**config.mk**
```make
export PLATFORM = sky130hd
export DESIGN_NAME = brskip_seq
export DESIGN_NICKNAME = d
export VERILOG_FILES = /design/src/rtl/brskip_pkg.sv /design/src/rtl/brskip_cond.sv /design/src/rtl/brskip_ctrl.sv /design/src/rtl/brskip_dp.sv /design/src/rtl/brskip_seq.sv
export SDC_FILE = /design/constraint.sdc
export NUM_CORES = 1
export LEC_CHECK = 0
export BUFFER_PORTS_ARGS = -buffer_cell sky130_fd_sc_hd__buf_2
export CELL_PAD_IN_SITES_DETAIL_PLACEMENT = 1
export CELL_PAD_IN_SITES_GLOBAL_PLACEMENT = 1
export CORE_MARGIN = 2
export CORE_UTILIZATION = 39
export DETAILED_ROUTE_END_ITERATION = 16
export GPL_TIMING_DRIVEN = 0
export HOLD_SLACK_MARGIN = 0.02
export MAX_ROUTING_LAYER = met4
export PLACE_DENSITY_LB_ADDON = 0.1
export SLEW_MARGIN = 20
export SYNTH_ARGS = -nofsm -noshare
export SYNTH_HDL_FRONTEND = slang
export SYNTH_SLANG_ARGS = --single-unit
```
**constraint.sdc**
```tcl
create_clock -name clk -period 5.9 [get_ports clk]
set_clock_uncertainty 0.2 [all_clocks]
set_input_delay 0.59 -clock clk [delete_from_list [all_inputs] [get_ports clk]]
set_output_delay 0.59 -clock clk [all_outputs]
set_load 0.05 [all_outputs]
```
**src/rtl/brskip_pkg.sv**
```systemverilog
package brskip_pkg;

  typedef enum logic [1:0] {
    K_BR_SHORT   = 2'd0,
    K_BR_IRQ     = 2'd1,
    K_SKIP_SHORT = 2'd2,
    K_SKIP_LONG  = 2'd3
  } kind_e;

  typedef enum logic [1:0] {
    ST_IDLE   = 2'd0,
    ST_FETCH2 = 2'd1,
    ST_EXEC1  = 2'd2,
    ST_EXEC2  = 2'd3
  } state_e;

  localparam int SEL_W = 4;
  localparam logic [SEL_W-1:0] SEL_ALWAYS = 4'd0;
  localparam logic [SEL_W-1:0] SEL_ZERO   = 4'd1;
  localparam logic [SEL_W-1:0] SEL_CARRY  = 4'd2;
  localparam logic [SEL_W-1:0] SEL_Q      = 4'd3;
  localparam logic [SEL_W-1:0] SEL_EF0    = 4'd4;
  localparam logic [SEL_W-1:0] SEL_CTR    = 4'd8;
  localparam logic [SEL_W-1:0] SEL_EXT    = 4'd9;
  localparam logic [SEL_W-1:0] SEL_MIE    = 4'd10;

  // strobes from control to the counter datapath
  typedef struct packed {
    logic extLoad;
    logic loadLow;
    logic step2;
    logic step1;
  } pc_strobe_t;

endpackage

```
**src/rtl/brskip_cond.sv**
```systemverilog
module brskip_cond
  import brskip_pkg::*;
#(
  parameter int NUM_EF = 4
) (
  input  logic [SEL_W-1:0]  sel,
  input  logic              invert,
  input  logic              forLong,
  input  logic              accZero,
  input  logic              carryFlag,
  input  logic              qFlag,
  input  logic [NUM_EF-1:0] extFlag,
  input  logic              mie,
  input  logic              ctrIrq,
  input  logic              extIrq,
  output logic              condMet
);

  logic [NUM_EF-1:0] efHit;
  logic              raw;

  generate
    for (genvar i = 0; i < NUM_EF; i++) begin : g_ef
      assign efHit[i] = (sel == SEL_W'(int'(SEL_EF0) + i)) & extFlag[i];
    end
  endgenerate

  always_comb begin
    case (sel)
      SEL_ALWAYS: raw = 1'b1;
      SEL_ZERO:   raw = accZero;
      SEL_CARRY:  raw = carryFlag;
      SEL_Q:      raw = qFlag;
      SEL_CTR:    raw = !forLong && ctrIrq;
      SEL_EXT:    raw = !forLong && extIrq;
      SEL_MIE:    raw = forLong && mie;
      default:    raw = !forLong && (|efHit);
    endcase
  end

  assign condMet = raw ^ invert;

endmodule

```
**src/rtl/brskip_ctrl.sv**
```systemverilog
module brskip_ctrl
  import brskip_pkg::*;
#(
  parameter int CNT_W = 4
) (
  input  logic             clk,
  input  logic             rstN,
  input  logic             start,
  input  logic [1:0]       kind,
  input  logic [SEL_W-1:0] condSel,
  input  logic             condInv,
  input  logic             pcLoad,
  input  logic             condMet,
  output logic [SEL_W-1:0] selHeld,
  output logic             invHeld,
  output logic             longHeld,
  output pc_strobe_t       strobe,
  output logic             memRd,
  output logic             busy,
  output logic             done,
  output logic             taken,
  output logic [CNT_W-1:0] lastCycles
);

  state_e           state, nextState;
  kind_e            kindR;
  logic             condHeld;
  logic [CNT_W-1:0] cycleCnt;

  assign busy     = (state != ST_IDLE);
  assign longHeld = (kindR == K_SKIP_LONG);

  always_comb begin
    strobe    = '0;
    nextState = state;
    memRd     = 1'b0;
    done      = 1'b0;
    taken     = 1'b0;
    case (state)
      ST_IDLE: begin
        if (start) begin
          strobe.step1 = 1'b1;
          nextState    = (kind_e'(kind) == K_BR_IRQ) ? ST_FETCH2 : ST_EXEC1;
        end else if (pcLoad) begin
          strobe.extLoad = 1'b1;
        end
      end
      ST_FETCH2: begin
        strobe.step1 = 1'b1;
        nextState    = ST_EXEC1;
      end
      ST_EXEC1: begin
        case (kindR)
          K_BR_SHORT, K_BR_IRQ: begin
            memRd          = 1'b1;
            done           = 1'b1;
            taken          = condMet;
            strobe.loadLow = condMet;
            strobe.step1   = !condMet;
            nextState      = ST_IDLE;
          end
          K_SKIP_SHORT: begin
            done         = 1'b1;
            taken        = 1'b1;
            strobe.step1 = 1'b1;
            nextState    = ST_IDLE;
          end
          default: nextState = ST_EXEC2;
        endcase
      end
      default: begin
        done         = 1'b1;
        taken        = condHeld;
        strobe.step2 = condHeld;
        nextState    = ST_IDLE;
      end
    endcase
  end

  always_ff @(posedge clk or negedge rstN) begin
    if (!rstN) begin
      state      <= ST_IDLE;
      kindR      <= K_BR_SHORT;
      selHeld    <= '0;
      invHeld    <= 1'b0;
      condHeld   <= 1'b0;
      cycleCnt   <= '0;
      lastCycles <= '0;
    end else begin
      state <= nextState;
      if (state == ST_IDLE && start) begin
        kindR    <= kind_e'(kind);
        selHeld  <= condSel;
        invHeld  <= condInv;
        cycleCnt <= CNT_W'(2);
      end else if (busy) begin
        cycleCnt <= cycleCnt + 1'b1;
      end
      if (state == ST_EXEC1) condHeld <= condMet;
      if (done) lastCycles <= cycleCnt;
    end
  end

endmodule

```
**src/rtl/brskip_dp.sv**
```systemverilog
module brskip_dp
  import brskip_pkg::*;
#(
  parameter int PC_W   = 16,
  parameter int DATA_W = 8
) (
  input  logic              clk,
  input  logic              rstN,
  input  pc_strobe_t        strobe,
  input  logic [PC_W-1:0]   pcLoadVal,
  input  logic [DATA_W-1:0] memData,
  output logic [PC_W-1:0]   pc
);

  localparam int PAGE_W = PC_W - DATA_W;

  logic [PAGE_W-1:0] pageBits;
  assign pageBits = pc[PC_W-1:DATA_W];

  always_ff @(posedge clk or negedge rstN) begin
    if (!rstN) begin
      pc <= '0;
    end else if (strobe.extLoad) begin
      pc <= pcLoadVal;
    end else if (strobe.loadLow) begin
      pc <= {pageBits, memData};
    end else if (strobe.step2) begin
      pc <= pc + PC_W'(2);
    end else if (strobe.step1) begin
      pc <= pc + PC_W'(1);
    end
  end

endmodule

```
**src/rtl/brskip_seq.sv**
```systemverilog
module brskip_seq
  import brskip_pkg::*;
#(
  parameter int PC_W   = 16,
  parameter int DATA_W = 8,
  parameter int NUM_EF = 4,
  parameter int CNT_W  = 4
) (
  input  logic              clk,
  input  logic              rstN,
  input  logic              start,
  input  logic [1:0]        kind,
  input  logic [3:0]        condSel,
  input  logic              condInv,
  input  logic              accZero,
  input  logic              carryFlag,
  input  logic              qFlag,
  input  logic [NUM_EF-1:0] extFlag,
  input  logic              mie,
  input  logic              ctrIrq,
  input  logic              extIrq,
  input  logic              pcLoad,
  input  logic [PC_W-1:0]   pcLoadVal,
  input  logic [DATA_W-1:0] memData,
  output logic [PC_W-1:0]   memAddr,
  output logic              memRd,
  output logic [PC_W-1:0]   pc,
  output logic              busy,
  output logic              done,
  output logic              taken,
  output logic [CNT_W-1:0]  lastCycles
);

  pc_strobe_t       strobe;
  logic [SEL_W-1:0] selHeld;
  logic             invHeld;
  logic             longHeld;
  logic             condMet;

  brskip_cond #(.NUM_EF(NUM_EF)) u_cond (
    .sel(selHeld), .invert(invHeld), .forLong(longHeld),
    .accZero(accZero), .carryFlag(carryFlag), .qFlag(qFlag),
    .extFlag(extFlag), .mie(mie), .ctrIrq(ctrIrq), .extIrq(extIrq),
    .condMet(condMet)
  );

  brskip_ctrl #(.CNT_W(CNT_W)) u_ctrl (
    .clk(clk), .rstN(rstN), .start(start), .kind(kind),
    .condSel(condSel), .condInv(condInv), .pcLoad(pcLoad),
    .condMet(condMet), .selHeld(selHeld), .invHeld(invHeld),
    .longHeld(longHeld), .strobe(strobe), .memRd(memRd),
    .busy(busy), .done(done), .taken(taken), .lastCycles(lastCycles)
  );

  brskip_dp #(.PC_W(PC_W), .DATA_W(DATA_W)) u_dp (
    .clk(clk), .rstN(rstN), .strobe(strobe),
    .pcLoadVal(pcLoadVal), .memData(memData), .pc(pc)
  );

  assign memAddr = pc;

endmodule

```
After elaboration in Yosys (flattened, before gate mapping)
Cells that the tools add are included.

storage, ports and cells
  flip-flop bits (word level) = 34
  latch bits = 0
  memory bits (writable) = 0
  ROM bits = 0
  input bits = 45
  output and inout bits = 40
  logic and storage cells = 81
  memories = 0

operators by class
  $add $sub $neg = 3
  multiply operators = 0
  divide/modulo/power cells = 0
  order comparisons = 0
  equality and inequality tests = 18
  shift-type cells = 0
  muxes and demuxes = 26
  bitwise logic cells = 5
  reduce and logical (&&, ||, !) cells = 20

operators by type and width
  cell                   count
  $mux 16                4
  $add 16x1->16 const B  1
  $add 16x2->16 const B  1
  $eq 4x3->1 const B     4
  $eq 4x4->1 const B     3
  $mux 1                 10
  $eq 4x2->1 const B     2
  $mux 4                 2
  $pmux 1 s2             4
  $pmux 1 s7             1
  $eq 2x1->1 const B     3
  $eq 2x2->1 const B     3
  $mux 2                 3
  $pmux 2 s3             1
  $reduce_or 3->1        2
  $logic_and 1x1->1      5
  $add 4x1->4 const B    1
  $and 1x1->1            4
  $eq 4x1->1 const B     1
  $logic_not 2->1        2
  $logic_not 4->1        1
  $reduce_bool 2->1      2
  $reduce_bool 4->1      1
  $reduce_or 2->1        2
  other kinds (8)        9

Depth between registers and ports, before layout
Gate-level depths: netlist of run 1.

  depth after elaboration = 13
  depth in mapped cells = 9
  gate-level depth less buffers = 7

Modules after synthesis
Synthesis of run 1 repeated with hierarchy kept, for this count alone.

second synthesis, totals
  cell total of the unflattened synthesis = 243
  area total of the unflattened synthesis = 2258.4 um2

modules (own cells, without submodules)
  module       times used  cells an instance  area an instance (um2)  sequential area each (um2)
  brskip_dp    1           132                1127.3                  400.4
  brskip_ctrl  1           73                 840.8                   450.4
  brskip_cond  1           22                 170.2                   0.0
  brskip_seq   1           16                 120.1                   0.0

Worst setup path before layout of run 1
Ideal clock, no wire load.

  path type = input to output
  from = in extFlag[3]
  to = out taken
  data arrival time = 2.622 ns
  required time = 5.110 ns
  path slack = 2.488 ns
  stages = 5
  buffers on the path = 0
  cells stage by stage = mux4_2 -> a21o_1 -> o41ai_2 -> xor2_1 -> a211oi_1

between the ends
  word-level cells in the longest chain between the ends = 7

ends and longest elaborated chain
  item               RTL line           source
  start, declared    brskip_seq.sv:18   input logic [NUM_EF-1:0] extFlag,
  $and 1x1->1        brskip_cond.sv:24  assign efHit[i] = (sel == SEL_W'(int'(SEL_EF0) + i)) & extFlag[i];
  $reduce_or 4->1    brskip_cond.sv:37  default: raw = !forLong && (|efHit);
  $logic_and 1x1->1  brskip_cond.sv:37
  $pmux 1 s7         brskip_cond.sv:29  case (sel)
  $xor 1x1->1        brskip_cond.sv:41  assign condMet = raw ^ invert;
  $pmux 1 s2         brskip_ctrl.sv:53  case (kindR)
  $pmux 1 s2         brskip_ctrl.sv:39  case (state)
  end, declared      brskip_seq.sv:30   output logic taken,

No other way between the ends.

Worst setup path after layout of run 1
  from = reg u_ctrl.selHeld[0]
  to = out taken

between the ends
  word-level cells in the longest chain between the ends = 8
  elaborated cells between the ends (all ways) = 21
  classes of those cells = 10 x eq/ne; 3 x mux; 5 x bitwise; 3 x reduce/logical

ends and longest elaborated chain
  item                    RTL line           source
  start, declared         brskip_ctrl.sv:14  output logic [SEL_W-1:0] selHeld,
  start signal, assigned  brskip_ctrl.sv:93  selHeld <= condSel;
  $eq 4x3->1              brskip_cond.sv:24
  $and 1x1->1             brskip_cond.sv:24
  $reduce_or 4->1         brskip_cond.sv:37
  $logic_and 1x1->1       brskip_cond.sv:37
  $pmux 1 s7 *            brskip_cond.sv:29
  $xor 1x1->1 *           brskip_cond.sv:41
  $pmux 1 s2 *            brskip_ctrl.sv:53
  $pmux 1 s2 *            brskip_ctrl.sv:39

Mark *: on every way between the ends. The rest lies on a longest branch, timed or not.

==> out/metrics.csv, run 1 <==
stage,metric,value,unit
run_status,status,"finished, final reports clean",
global_routing,GRT overflow,0,
setup_path,CP Class,reg -> out,
clock_tree,CTS tree,yes,
clock_tree,Max clock buf depth,2,
clock_tree,CTS Buf Count,5,
place,PortBufs,84,
global_routing,vias in the first global route,2372,
clock_tree,clock-pin slew on the worst setup and hold paths,0.08,ns
floorplanning,Core Area,0.005851,sq mm
setup_path,beginning of the critical path,u_ctrl.selHeld[0],
global_routing,initial antenna violation count,0,
timing,RSZ-0062 raised after global routing,false,
logic_synthesis,Mapped Cells,272,
final_layout,"commonest non-fill, non-tap cell in the layout",buf_2,
setup_path,CP peak stage delay,0.52,ns
route,TritonRoute pass-1 iters,4,
setup_path,worst r2r src,u_ctrl.state[0],
clock_tree,Sink Count,34,
timing,Slew HR,45.39,%
final_layout,number of diodes,0,
final_layout,Area Overhead vs Synth,26.15,%
floorplanning,Starting Density,39.82,%
setup_path,crit-path max FO,6,
power,internal power,898.0,uW
logic_synthesis,largest cells by area after synthesis,"dfrtp_1, a21oi_1, buf_4, nand2_1, o22ai_1",
route,routed wire length,6745,um
hold_path,HP Class,in -> async,
logic_synthesis,Syn Std Cell Area,0.002330,sq mm
timing,fin. max-slew vios,0,
setup_path,Critical Path RT,5.11,ns
power,P_leak,0.001420,uW
place,hpwl dp,5131,um
floorplanning,number of I/O pins,85,
logic_synthesis,post-synthesis register bit count,34,
logic_synthesis,Post-synth EDFFs,0,
clock_tree,clock latency on the worst-skew pair,0.30,ns
global_routing,first-pass GRT wire length,11210,um
setup_path,Setup crit end kind,output pin,
run,Max Cap Viol,0,
global_routing,largest net degree at the start of global routing,35,
power,power per cell area,711.0,mW/mm^2
power,Clk pwr share,9.0,%
floorplanning,die area,0.006608,sq mm
place,GP Congestion,0.8300,
timing,Worst-Margin Slew,0.8191,ns
route,detail-routed via count per cell,5.497,
setup_path,CP Cell Sequence,buf_6 -> mux4_2 -> a21o_1 -> o41ai_2 -> xor2_1 -> a211oi_1 -> buf_2,
place,placed cell count,431,
final_layout,fraction of layout cells with a size suffix above 1,37.64,%
clock_tree,Root Buffer,clkbuf_8,
route,Starting DRT DRC Count,126,
logic_synthesis,synth unique cells,52,
logic_synthesis,yosys warns,0,
clock_tree,Setup Buffers After CTS,0,
logic_synthesis,Avg Inst Size Synth,8.565,sq um
place,pre-CTS WS,2.726,ns
floorplanning,row count,28,
route,Avg WL per Cell,15.36,um
logic_synthesis,Synth async-reset ratio,100.0,%
timing,minimum clock period,3.097,ns
timing,setup ws final,2.803,ns
clock_tree,H-tree depth,2,
setup_path,reg2reg path depth,7,
route,Final ANT Viol Nets,0,
power,Gate power share,68.5,%
timing,TNS Setup,0,ns
logic_synthesis,cell taking the most area after synthesis,dfrtp_1,
global_routing,GR Util All Layers,22.78,%
logic_synthesis,Main synth FF type,dfrtp_1,
final_layout,design area,0.002939,sq mm
final_layout,NumNets Final,411,
setup_path,startpoint types,flip-flop,
power,Seq pwr share,22.4,%
setup_path,reg2reg end,u_dp.pc[13],
timing,Final Hold Fails,0,
route,DRC Markers,0,
place,Area after DPL,0.002844,sq mm
timing,Final setup viols,0,
final_layout,"commonest cells after routing, fill and taps aside","buf_2, dfrtp_1, a21oi_1",
power,switching fraction of total power,57.03,%
setup_path,flop2flop setup slack,2.85,ns
setup_path,slowest CP cell,mux4_2,
route,DR vias,2413,
clock_tree,cts hold-fix bufs,0,
power,NetSw,1192,uW
floorplanning,die span in y,81.29,um
logic_synthesis,syn nets,320,
final_layout,post-route insts no fill,439,
logic_synthesis,sequential area share after synthesis,36.52,%
power,Max VDD drop,330.8,uV
timing,Hold WS,0.1804,ns
floorplanning,Die X,81.29,um
logic_synthesis,post-synth top area share,36.52,%
clock_tree,post_cts resized,0,
setup_path,Worst Path Arrival,2.31,ns
timing,Tcrit/Tclk final,52.49,%
timing,Fmax,322.9,MHz
[cells by family after synthesis]
logic type | after synthesis | synth area share (%)
XOR/XNOR | 3 | 1.450
flip-flops | 34 | 36.52
AO/OA/AOI/OAI | 87 | 23.79
buffers and inverters | 44 | 10.74
AND/OR/NAND/NOR | 89 | 19.71
multiplexers | 12 | 6.176
adder cells (fa/ha/maj) | 3 | 1.611
[layout make-up]
class	instances	area [sq um]
fill	755	2912
multi-input combinational	194	1229
sequential	34	850.8
timing repair buffer	84	420.4
buffer	30	197.7
tap	75	93.84
clock buffer	6	82.58
inverter	14	52.55
clock inverter	2	12.51
[worst max-delay path: cells and delay by family (launching register included)]
| family | cells | cell delay (ns) |
|---|---|---|
| multiplexers | 1 | 0.52 |
| AO/OA/AOI/OAI | 3 | 0.52 |
| buffers and inverters | 2 | 0.44 |
| flip-flops | 1 | 0.34 |
| XOR/XNOR | 1 | 0.18 |
[per-stage QoR]
stage	utilization [%]	power (uW)
2_1_floorplan	-	1585
3_3_place_gp	48.61	1883
3_5_place_dp	48.61	1919
4_1_cts	50.24	2113
5_1_grt	50.24	2254
6_report	50.24	2090
[sequential cells by signal (all words and copies together), names as in the netlist]
| name | cells |
|---|---|
| u_ctrl.invHeld | 1 |
| u_ctrl.condHeld | 1 |
| u_ctrl.selHeld | 4 |
| u_ctrl.kindR | 2 |
| u_dp.pc | 16 |
| u_ctrl.cycleCnt | 4 |
| u_ctrl.state | 2 |
| u_ctrl.lastCycles | 4 |
[layer usage]
layer | global-route usage (%) | vias to the layer above | part of all wire (%)
met4 | 6.271 | 0 | 1.1
met1 | 27.61 | 1155 | 42
met3 | 4.889 | 7 | 6.4
met2 | 38.28 | 86 | 51
li1 | - | 1165 | -
met5 | - | - | 0
[Yosys cell counts, drive strengths merged, types with 2 or more instances]
master and n:
nor3b 2, mux2i 5, a31oi 5, nand4 3, and3 4, a211oi 2, o22ai 12, o31ai 2
mux2 6, nand2 32, a22oi 2, inv 14, and2 2, nand3 7, buf 24, a31o 3
clkbuf 6, a32oi 2, xor2 2, a21o 2, nor3 8, dfrtp 34, ha 3, a21oi 32
nor2 17, nor4 7, o21ai 19
[power by group through the flow]
stage	registers (uW)	clock network [uW]	logic, uW
after floorplan	652	0	934
after global placement	468	0	1410
after detailed placement	473	0	1450
after CTS	469	193	1450
after global routing	489	203	1560
final	469	189	1430
[worst max-delay path by stage]
stage	to	slack [ns]	cells past startpoint
after global placement	u_dp.pc[1]	2.69	7
after global routing	u_dp.pc[13]	2.49	7
final	taken	2.80	7
after floorplan	taken	2.49	5
after detailed placement	u_dp.pc[4]	2.73	7
after CTS	u_dp.pc[4]	2.76	7
Power figures use the tool's default switching activity.
==> inputs of run 2 (changes only) <==
--- a/config.mk
+++ b/config.mk
@@ -5,11 +5,12 @@
 export SDC_FILE = /design/constraint.sdc
 export NUM_CORES = 1
 export LEC_CHECK = 0
+export ABC_AREA = 1
 export BUFFER_PORTS_ARGS = -buffer_cell sky130_fd_sc_hd__buf_2
 export CELL_PAD_IN_SITES_DETAIL_PLACEMENT = 1
 export CELL_PAD_IN_SITES_GLOBAL_PLACEMENT = 1
 export CORE_MARGIN = 2
-export CORE_UTILIZATION = 39
+export CORE_UTILIZATION = 35
 export DETAILED_ROUTE_END_ITERATION = 16
 export GPL_TIMING_DRIVEN = 0
 export HOLD_SLACK_MARGIN = 0.02
==> constraint.sdc (replaced) <==
create_clock -name clk -period 3.2 [get_ports clk]
set_clock_uncertainty 0.2 [all_clocks]
set_input_delay 0.32 -clock clk [delete_from_list [all_inputs] [get_ports clk]]
set_output_delay 0.32 -clock clk [all_outputs]
set_load 0.05 [all_outputs]
==> run 2 against run 1 <==
Net effect:
- combinational power rose by 67%
- register-to-register slack got worse by 2.0 ns
- worst setup slack got worse by 2.1 ns
- core utilization fell by 4.4 points
- die area rose by 13%
- global-route usage fell by 2.3 points
- critical endpoint unchanged
- largest cell class unchanged
==> out/metrics.csv, run 2 <==
stage,metric,value,unit
place,Area after DPL,0.002907,sq mm
power,power per cell area,1233,mW/mm^2
clock_tree,Max clock buf depth,2,
hold_path,HP Class,in -> reg,
route,DR vias,2457,
clock_tree,clock-pin slew on the worst setup and hold paths,0.08,ns
global_routing,GR Util All Layers,20.53,%
timing,Worst-Margin Slew,0.8627,ns
place,placed cell count,491,
setup_path,flop2flop setup slack,0.85,ns
timing,Final setup viols,0,
final_layout,"commonest cells after routing, fill and taps aside","nand2_1, buf_2, nand3_1",
final_layout,NumNets Final,467,
run,Max Cap Viol,0,
final_layout,"commonest non-fill, non-tap cell in the layout",nand2_1,
logic_synthesis,post-synthesis register bit count,34,
logic_synthesis,cell taking the most area after synthesis,dfrtp_1,
setup_path,Critical Path RT,2.68,ns
timing,Tcrit/Tclk final,78.96,%
setup_path,CP dominant cell by count,nand2_1,
floorplanning,Core Area,0.006681,sq mm
global_routing,vias in the first global route,2431,
setup_path,CP peak stage delay,0.49,ns
logic_synthesis,Synth async-reset ratio,100.0,%
timing,minimum clock period,2.527,ns
final_layout,Area Overhead vs Synth,28.21,%
setup_path,worst r2r src,u_ctrl.state[0],
setup_path,CP Class,reg -> out,
run_status,status,"finished, final reports clean",
final_layout,post-route insts no fill,500,
setup_path,crit-path max FO,7,
route,Avg WL per Cell,14.15,um
global_routing,GRT overflow,0,
hold_path,Worst Min Path Start,condSel[3],
setup_path,slowest CP cell,dfrtp_1,
global_routing,first-pass GRT wire length,11790,um
setup_path,Worst Path Arrival,2.01,ns
logic_synthesis,Main synth FF type,dfrtp_1,
floorplanning,row count,30,
logic_synthesis,largest cells by area after synthesis,"dfrtp_1, nand2_1, nand3_1, buf_4, inv_1",
power,Max VDD drop,487.5,uV
logic_synthesis,synth unique cells,32,
hold_path,WHS Endpoint,u_ctrl.selHeld[3],
clock_tree,Sink Count,34,
logic_synthesis,sequential area share after synthesis,35.66,%
route,Starting DRT DRC Count,94,
setup_path,CP Cell Sequence,inv_2 -> nand3_1 -> nand2_1 -> o21ai_1 -> nand2_1 -> nand2_2 -> nand2_2 -> nand2_4 -> nand2_1 -> nand2_1 -> nand2_1 -> nand2_1 -> buf_2,
place,PortBufs,84,
clock_tree,cts hold-fix bufs,1,
timing,Slew HR,42.49,%
route,detail-routed via count per cell,4.914,
final_layout,Layout Utilization,45.79,%
floorplanning,die area,0.007494,sq mm
floorplanning,number of I/O pins,85,
route,routed wire length,7076,um
power,P_leak,0.001674,uW
logic_synthesis,Avg Inst Size Synth,7.297,sq um
logic_synthesis,most common cell in the netlist,nand2_1,
timing,TNS Setup,0,ns
clock_tree,Setup Buffers After CTS,0,
route,DRC Markers,0,
clock_tree,post_cts resized,0,
logic_synthesis,"top cells by count, synth","nand2_1, nand3_1, dfrtp_1",
setup_path,Setup crit end kind,output pin,
clock_tree,CTS Buf Count,5,
place,hpwl dp,5349,um
logic_synthesis,syn nets,375,
route,Final ANT Viol Nets,0,
hold_path,Worst Hold Depth,3,
setup_path,startpoint types,flip-flop,
place,GP Congestion,0.7954,
floorplanning,die span in y,86.57,um
timing,fin. max-slew vios,0,
setup_path,beginning of the critical path,u_ctrl.selHeld[1],
logic_synthesis,Mapped Cells,327,
clock_tree,Root Buffer,clkbuf_8,
power,Tot Pwr,3771,uW
clock_tree,CTS tree,yes,
final_layout,design area,0.003059,sq mm
final_layout,most flop-heavy register,u_dp.pc,
timing,Final Hold Fails,0,
timing,Fmax,395.8,MHz
logic_synthesis,Syn Std Cell Area,0.002386,sq mm
final_layout,fraction of layout cells with a size suffix above 1,32.86,%
final_layout,number of diodes,0,
logic_synthesis,yosys warns,0,
final_layout,# fillers,881,
floorplanning,Die X,86.57,um
timing,RSZ-0062 raised after global routing,false,
route,TritonRoute pass-1 iters,4,
logic_synthesis,Post-synth EDFFs,0,
global_routing,largest net degree at the start of global routing,35,
clock_tree,clock latency on the worst-skew pair,0.30,ns
final_layout,number of flip-flops under the largest register name,16,
setup_path,reg2reg end,u_dp.pc[5],
logic_synthesis,post-synth top area share,35.66,%
setup_path,reg2reg path depth,7,
floorplanning,Starting Density,35.71,%
global_routing,initial antenna violation count,0,
clock_tree,H-tree depth,2,
## run 2: cell count changes in the layout (fill, tap and decap cells not counted), moves of 5 or more
cell	previous run	this run
clkbuf_1	6	1
nand4_1	3	9
nand3_1	7	37
nor2_1	16	23
nor4_1	7	0
inv_1	14	27
o22ai_1	12	1
a21oi_1	32	9
nand2_1	31	102
xor2_1	1	8
a31oi_1	5	0
## run 2: worst max-delay path by stage
stage | endpoint | slack (ns) | depth (start not counted)
after floorplan | u_dp.pc[10] | 0.81 | 9
after global placement | u_dp.pc[4] | 0.89 | 7
after detailed placement | u_dp.pc[5] | 0.85 | 7
after CTS | taken | 0.65 | 12
after global routing | taken | 0.47 | 13
final | taken | 0.67 | 13
## run 2: power breakdown
group          internal, uW  total (uW)  switching (uW)  leakage [uW]
registers               623         866             242      0.000415
clock network           333         513             180     0.0000714
logic                   713        2390            1680       0.00119
total                  1670        3770            2100       0.00167
## run 2: cell families after synthesis
logic type | count (synthesis) | share of synthesized area (%)
simple gates | 195 | 38.54
buf+inv | 52 | 11.48
flops | 34 | 35.66
compound gates | 28 | 6.922
xor+xnor | 12 | 4.405
mux | 3 | 1.416
fa+ha+maj | 3 | 1.573
## run 2: metal layers
| metal | share of wire, % | track usage (%) |
|---|---|---|
| met1 | 47 | 27.75 |
| met2 | 48 | 32.80 |
| met3 | 4.0 | 3.143 |
| met4 | 0.83 | 4.261 |
| met5 | 0 | - |
## run 2: worst max-delay path: cells and delay by family (launching register included)
| kind | cells | cell delay [ns] |
|---|---|---|
| simple gates | 10 | 0.71 |
| flops | 1 | 0.49 |
| buf+inv | 2 | 0.35 |
| compound gates | 1 | 0.14 |
## run 2: cell type report
cell class | instances | area (sq um) | share of cell area (%)
plain buffers | 21 | 156.4 | 5.112
multi-input cells | 241 | 1261 | 41.23
clock inverters | 2 | 60.06 | 1.963
repair buffers | 85 | 430.4 | 14.07
clock buffers | 6 | 82.58 | 2.699
well taps | 80 | 100.1 | 3.272
inverters | 31 | 117.6 | 3.845
flip-flops and latches | 34 | 850.8 | 27.81
## run 2: per-stage QoR
step	hold slack [ns]	setup slack (ns)
floorplan	-0.1756	0.8053
global placement	0.2750	0.8868
detailed placement	0.2708	0.8493
CTS	0.07491	0.6541
global route	0.07602	0.4708
finish	0.06862	0.6733
==> inputs of run 3 (changes only) <==
--- a/config.mk
+++ b/config.mk
@@ -5,12 +5,12 @@
 export SDC_FILE = /design/constraint.sdc
 export NUM_CORES = 1
 export LEC_CHECK = 0
-export ABC_AREA = 1
+export ABC_AREA = 0
 export BUFFER_PORTS_ARGS = -buffer_cell sky130_fd_sc_hd__buf_2
 export CELL_PAD_IN_SITES_DETAIL_PLACEMENT = 1
 export CELL_PAD_IN_SITES_GLOBAL_PLACEMENT = 1
 export CORE_MARGIN = 2
-export CORE_UTILIZATION = 35
+export CORE_UTILIZATION = 36
 export DETAILED_ROUTE_END_ITERATION = 16
 export GPL_TIMING_DRIVEN = 0
 export HOLD_SLACK_MARGIN = 0.02
==> constraint.sdc (replaced) <==
create_clock -name clk -period 2.35 [get_ports clk]
set_clock_uncertainty 0.2 [all_clocks]
set_input_delay 0.235 -clock clk [delete_from_list [all_inputs] [get_ports clk]]
set_output_delay 0.235 -clock clk [all_outputs]
set_load 0.05 [all_outputs]
==> run 3 against run 2 <==
Net effect:
- the flow now finishes with violations (setup timing)
- count of clock-buffer cells in the layout unchanged
- wire length grew 18%
- global-route usage grew 2.7 points
- cell count shrank 5.4%
- critical path depth down 6
- die area is 4.8% lower
- register-to-register slack got worse by 1.1 ns
- via count up 5.4%
- sequential share of layout area fell by 4.3 points
- sequential cell count unchanged
- core utilization is 12 points higher
- critical path type unchanged
==> out/metrics.csv, run 3 (synthesis gave the netlist of run 1 again) <==
stage,metric,value,unit
run_status,status,"complete, but fails checks",
run_status,failing checks,setup timing,
setup_path,worst r2r src,u_ctrl.selHeld[0],
route,met1 wire length,3360,um
route,top sig layer,met4,
setup_path,Critical Path RT,1.91,ns
timing,Worst-Margin Slew,0.8451,ns
final_layout,Layout Utilization,57.37,%
clock_tree,CTS tree,yes,
place,hpwl dp,5131,um
run,Max Cap Viol,0,
setup_path,CP dominant cell by count,buf_6,
setup_path,Setup crit end kind,output pin,
timing,Slew HR,43.66,%
clock_tree,H-tree depth,2,
clock_tree,Sink Count,34,
floorplanning,die span in y,84.45,um
place,GP Congestion,0.8205,
setup_path,CP peak stage delay,0.52,ns
timing,Final setup viols,17,
floorplanning,number of I/O pins,85,
global_routing,first-pass GRT wire length,13010,um
setup_path,slowest CP cell,mux4_2,
floorplanning,Starting Density,36.90,%
final_layout,"commonest cells after routing, fill and taps aside","buf_2, dfrtp_1, nand2_1",
setup_path,Worst Path Arrival,2.16,ns
setup_path,CP Class,reg -> out,
setup_path,reg2reg end,u_dp.pc[13],
timing,fin. max-slew vios,0,
place,PortBufs,84,
global_routing,GR Util All Layers,23.23,%
final_layout,# fillers,745,
route,met3 WL,296,um
clock_tree,clock latency on the worst-skew pair,0.29,ns
final_layout,NumNets Final,443,
global_routing,vias in the first global route,2657,
clock_tree,CTS Buf Count,5,
global_routing,GRT overflow,0,
setup_path,crit-path max FO,6,
timing,Fmax,385.4,MHz
clock_tree,Max clock buf depth,2,
floorplanning,die area,0.007131,sq mm
timing,minimum clock period,2.594,ns
timing,RSZ-0062 raised after global routing,true,
global_routing,initial antenna violation count,0,
floorplanning,Die X,84.45,um
setup_path,startpoint types,flip-flop,
setup_path,flop2flop setup slack,-0.24,ns
hold_path,Worst Min Path Start,pcLoadVal[0],
global_routing,largest net degree at the start of global routing,35,
route,DRC Markers,0,
floorplanning,row count,29,
timing,Tcrit/Tclk final,110.4,%
hold_path,Worst Hold Depth,3,
setup_path,reg2reg path depth,10,
floorplanning,Core Area,0.006314,sq mm
clock_tree,clock-pin slew on the worst setup and hold paths,0.07,ns
timing,setup ws final,-0.2445,ns
timing,Final Hold Fails,0,
final_layout,"commonest non-fill, non-tap cell in the layout",buf_2,
final_layout,number of diodes,0,
final_layout,fraction of layout cells with a size suffix above 1,49.49,%
route,Final ANT Viol Nets,0,
final_layout,Area Overhead vs Synth,55.48,%
route,TritonRoute pass-1 iters,4,
hold_path,WHS Endpoint,u_dp.pc[0],
route,detail-routed via count per cell,5.476,
setup_path,CP Cell Sequence,buf_6 -> mux4_2 -> a21o_1 -> o41ai_4 -> xor2_2 -> a211oi_4 -> buf_6,
clock_tree,Root Buffer,clkbuf_8,
final_layout,most flop-heavy register,u_dp.pc,
route,Avg WL per Cell,17.69,um
route,routed wire length,8367,um
route,met2 wirelength from detailed routing,4532,um
hold_path,HP Class,in -> reg,
route,DR vias,2590,
final_layout,number of flip-flops under the largest register name,16,
route,Starting DRT DRC Count,95,
==> run 3: changes by cell type in the layout (fill, tap and decap cells not counted), moves of 6 or more <==
cell,delta
o22ai_2,+7
nor2_1,-11
xor2_1,-8
nand3_1,-30
buf_4,+8
a21oi_2,+7
inv_1,-13
nand2_1,-71
nand4_1,-6
dlygate4sd3_1,+13
a21oi_1,+13
buf_6,+12
==> run 3: layer usage <==
layer  global-route usage [%]  vias up
met5                        -        -
met2                    40.26       68
met1                    27.31     1286
li1                         -     1219
met3                    3.638       17
met4                    8.369        0
==> run 3: final cells by class <==
class	instances	area (sq um)	share of cell area (%)
Inverter	14	52.55	1.451
Multi-Input combinational cell	195	1538	42.45
Sequential cell	34	850.8	23.49
Clock inverter	2	12.51	0.3454
Clock buffer	6	82.58	2.280
Buffer	28	210.2	5.803
Timing Repair Buffer	117	779.5	21.52
Tap cell	77	96.34	2.660
==> run 3: timing repair <==
| action | CTS | global route |
|---|---|---|
| gates resized for setup | 51 | 31 |
| hold buffers | 14 | 0 |
| endpoints found under the hold margin | 46 | 0 |
| pin swaps | 22 | 17 |
| setup endpoints to repair | 18 | 26 |
| cloned | 3 | 0 |
| buffers inserted | 12 | 6 |
==> run 3: worst max-delay path by stage <==
| stage | startpoint | cells after the start | slack (ns) | end |
|---|---|---|---|---|
| 2_1_floorplan | u_ctrl.selHeld[0] | 8 | 0.007 | u_dp.pc[2] |
| 3_3_place_gp | u_ctrl.state[0] | 7 | -0.78 | u_dp.pc[1] |
| 3_5_place_dp | u_ctrl.state[0] | 7 | -0.82 | u_dp.pc[6] |
| 4_1_cts | u_ctrl.selHeld[0] | 7 | -0.25 | taken |
| 5_1_grt | u_ctrl.selHeld[0] | 11 | -0.33 | u_dp.pc[13] |
| 6_report | u_ctrl.selHeld[0] | 7 | -0.24 | taken |
==> run 3: per-stage QoR <==
stage	hold WS [ns]	cells	TNS, ns	area [sq um]	worst slack [ns]
after global routing	0.03728	473	-5.736	3622	-0.3333
after detailed placement	0.1873	433	-9.642	2867	-0.8156
after global placement	0.1877	433	-9.079	2867	-0.7804
after CTS	0.02033	469	-3.227	3433	-0.2520
final	0.02765	473	-3.211	3622	-0.2445
after floorplan	-0.2606	272	0	2350	0.007041
==> run 3: worst max-delay path, delay by kind of cell, from the launching register on <==
| kind | cells | cell delay, ns |
|---|---|---|
| muxes | 1 | 0.52 |
| buffers and inverters | 2 | 0.32 |
| xor gates and xnor gates | 1 | 0.17 |
| AOI/OAI and AO/OA | 3 | 0.52 |
| DFF | 1 | 0.34 |
Power of run 3 is not shown: default switching activity piles up to over one toggle a cycle in this logic, so the estimate is an artifact.
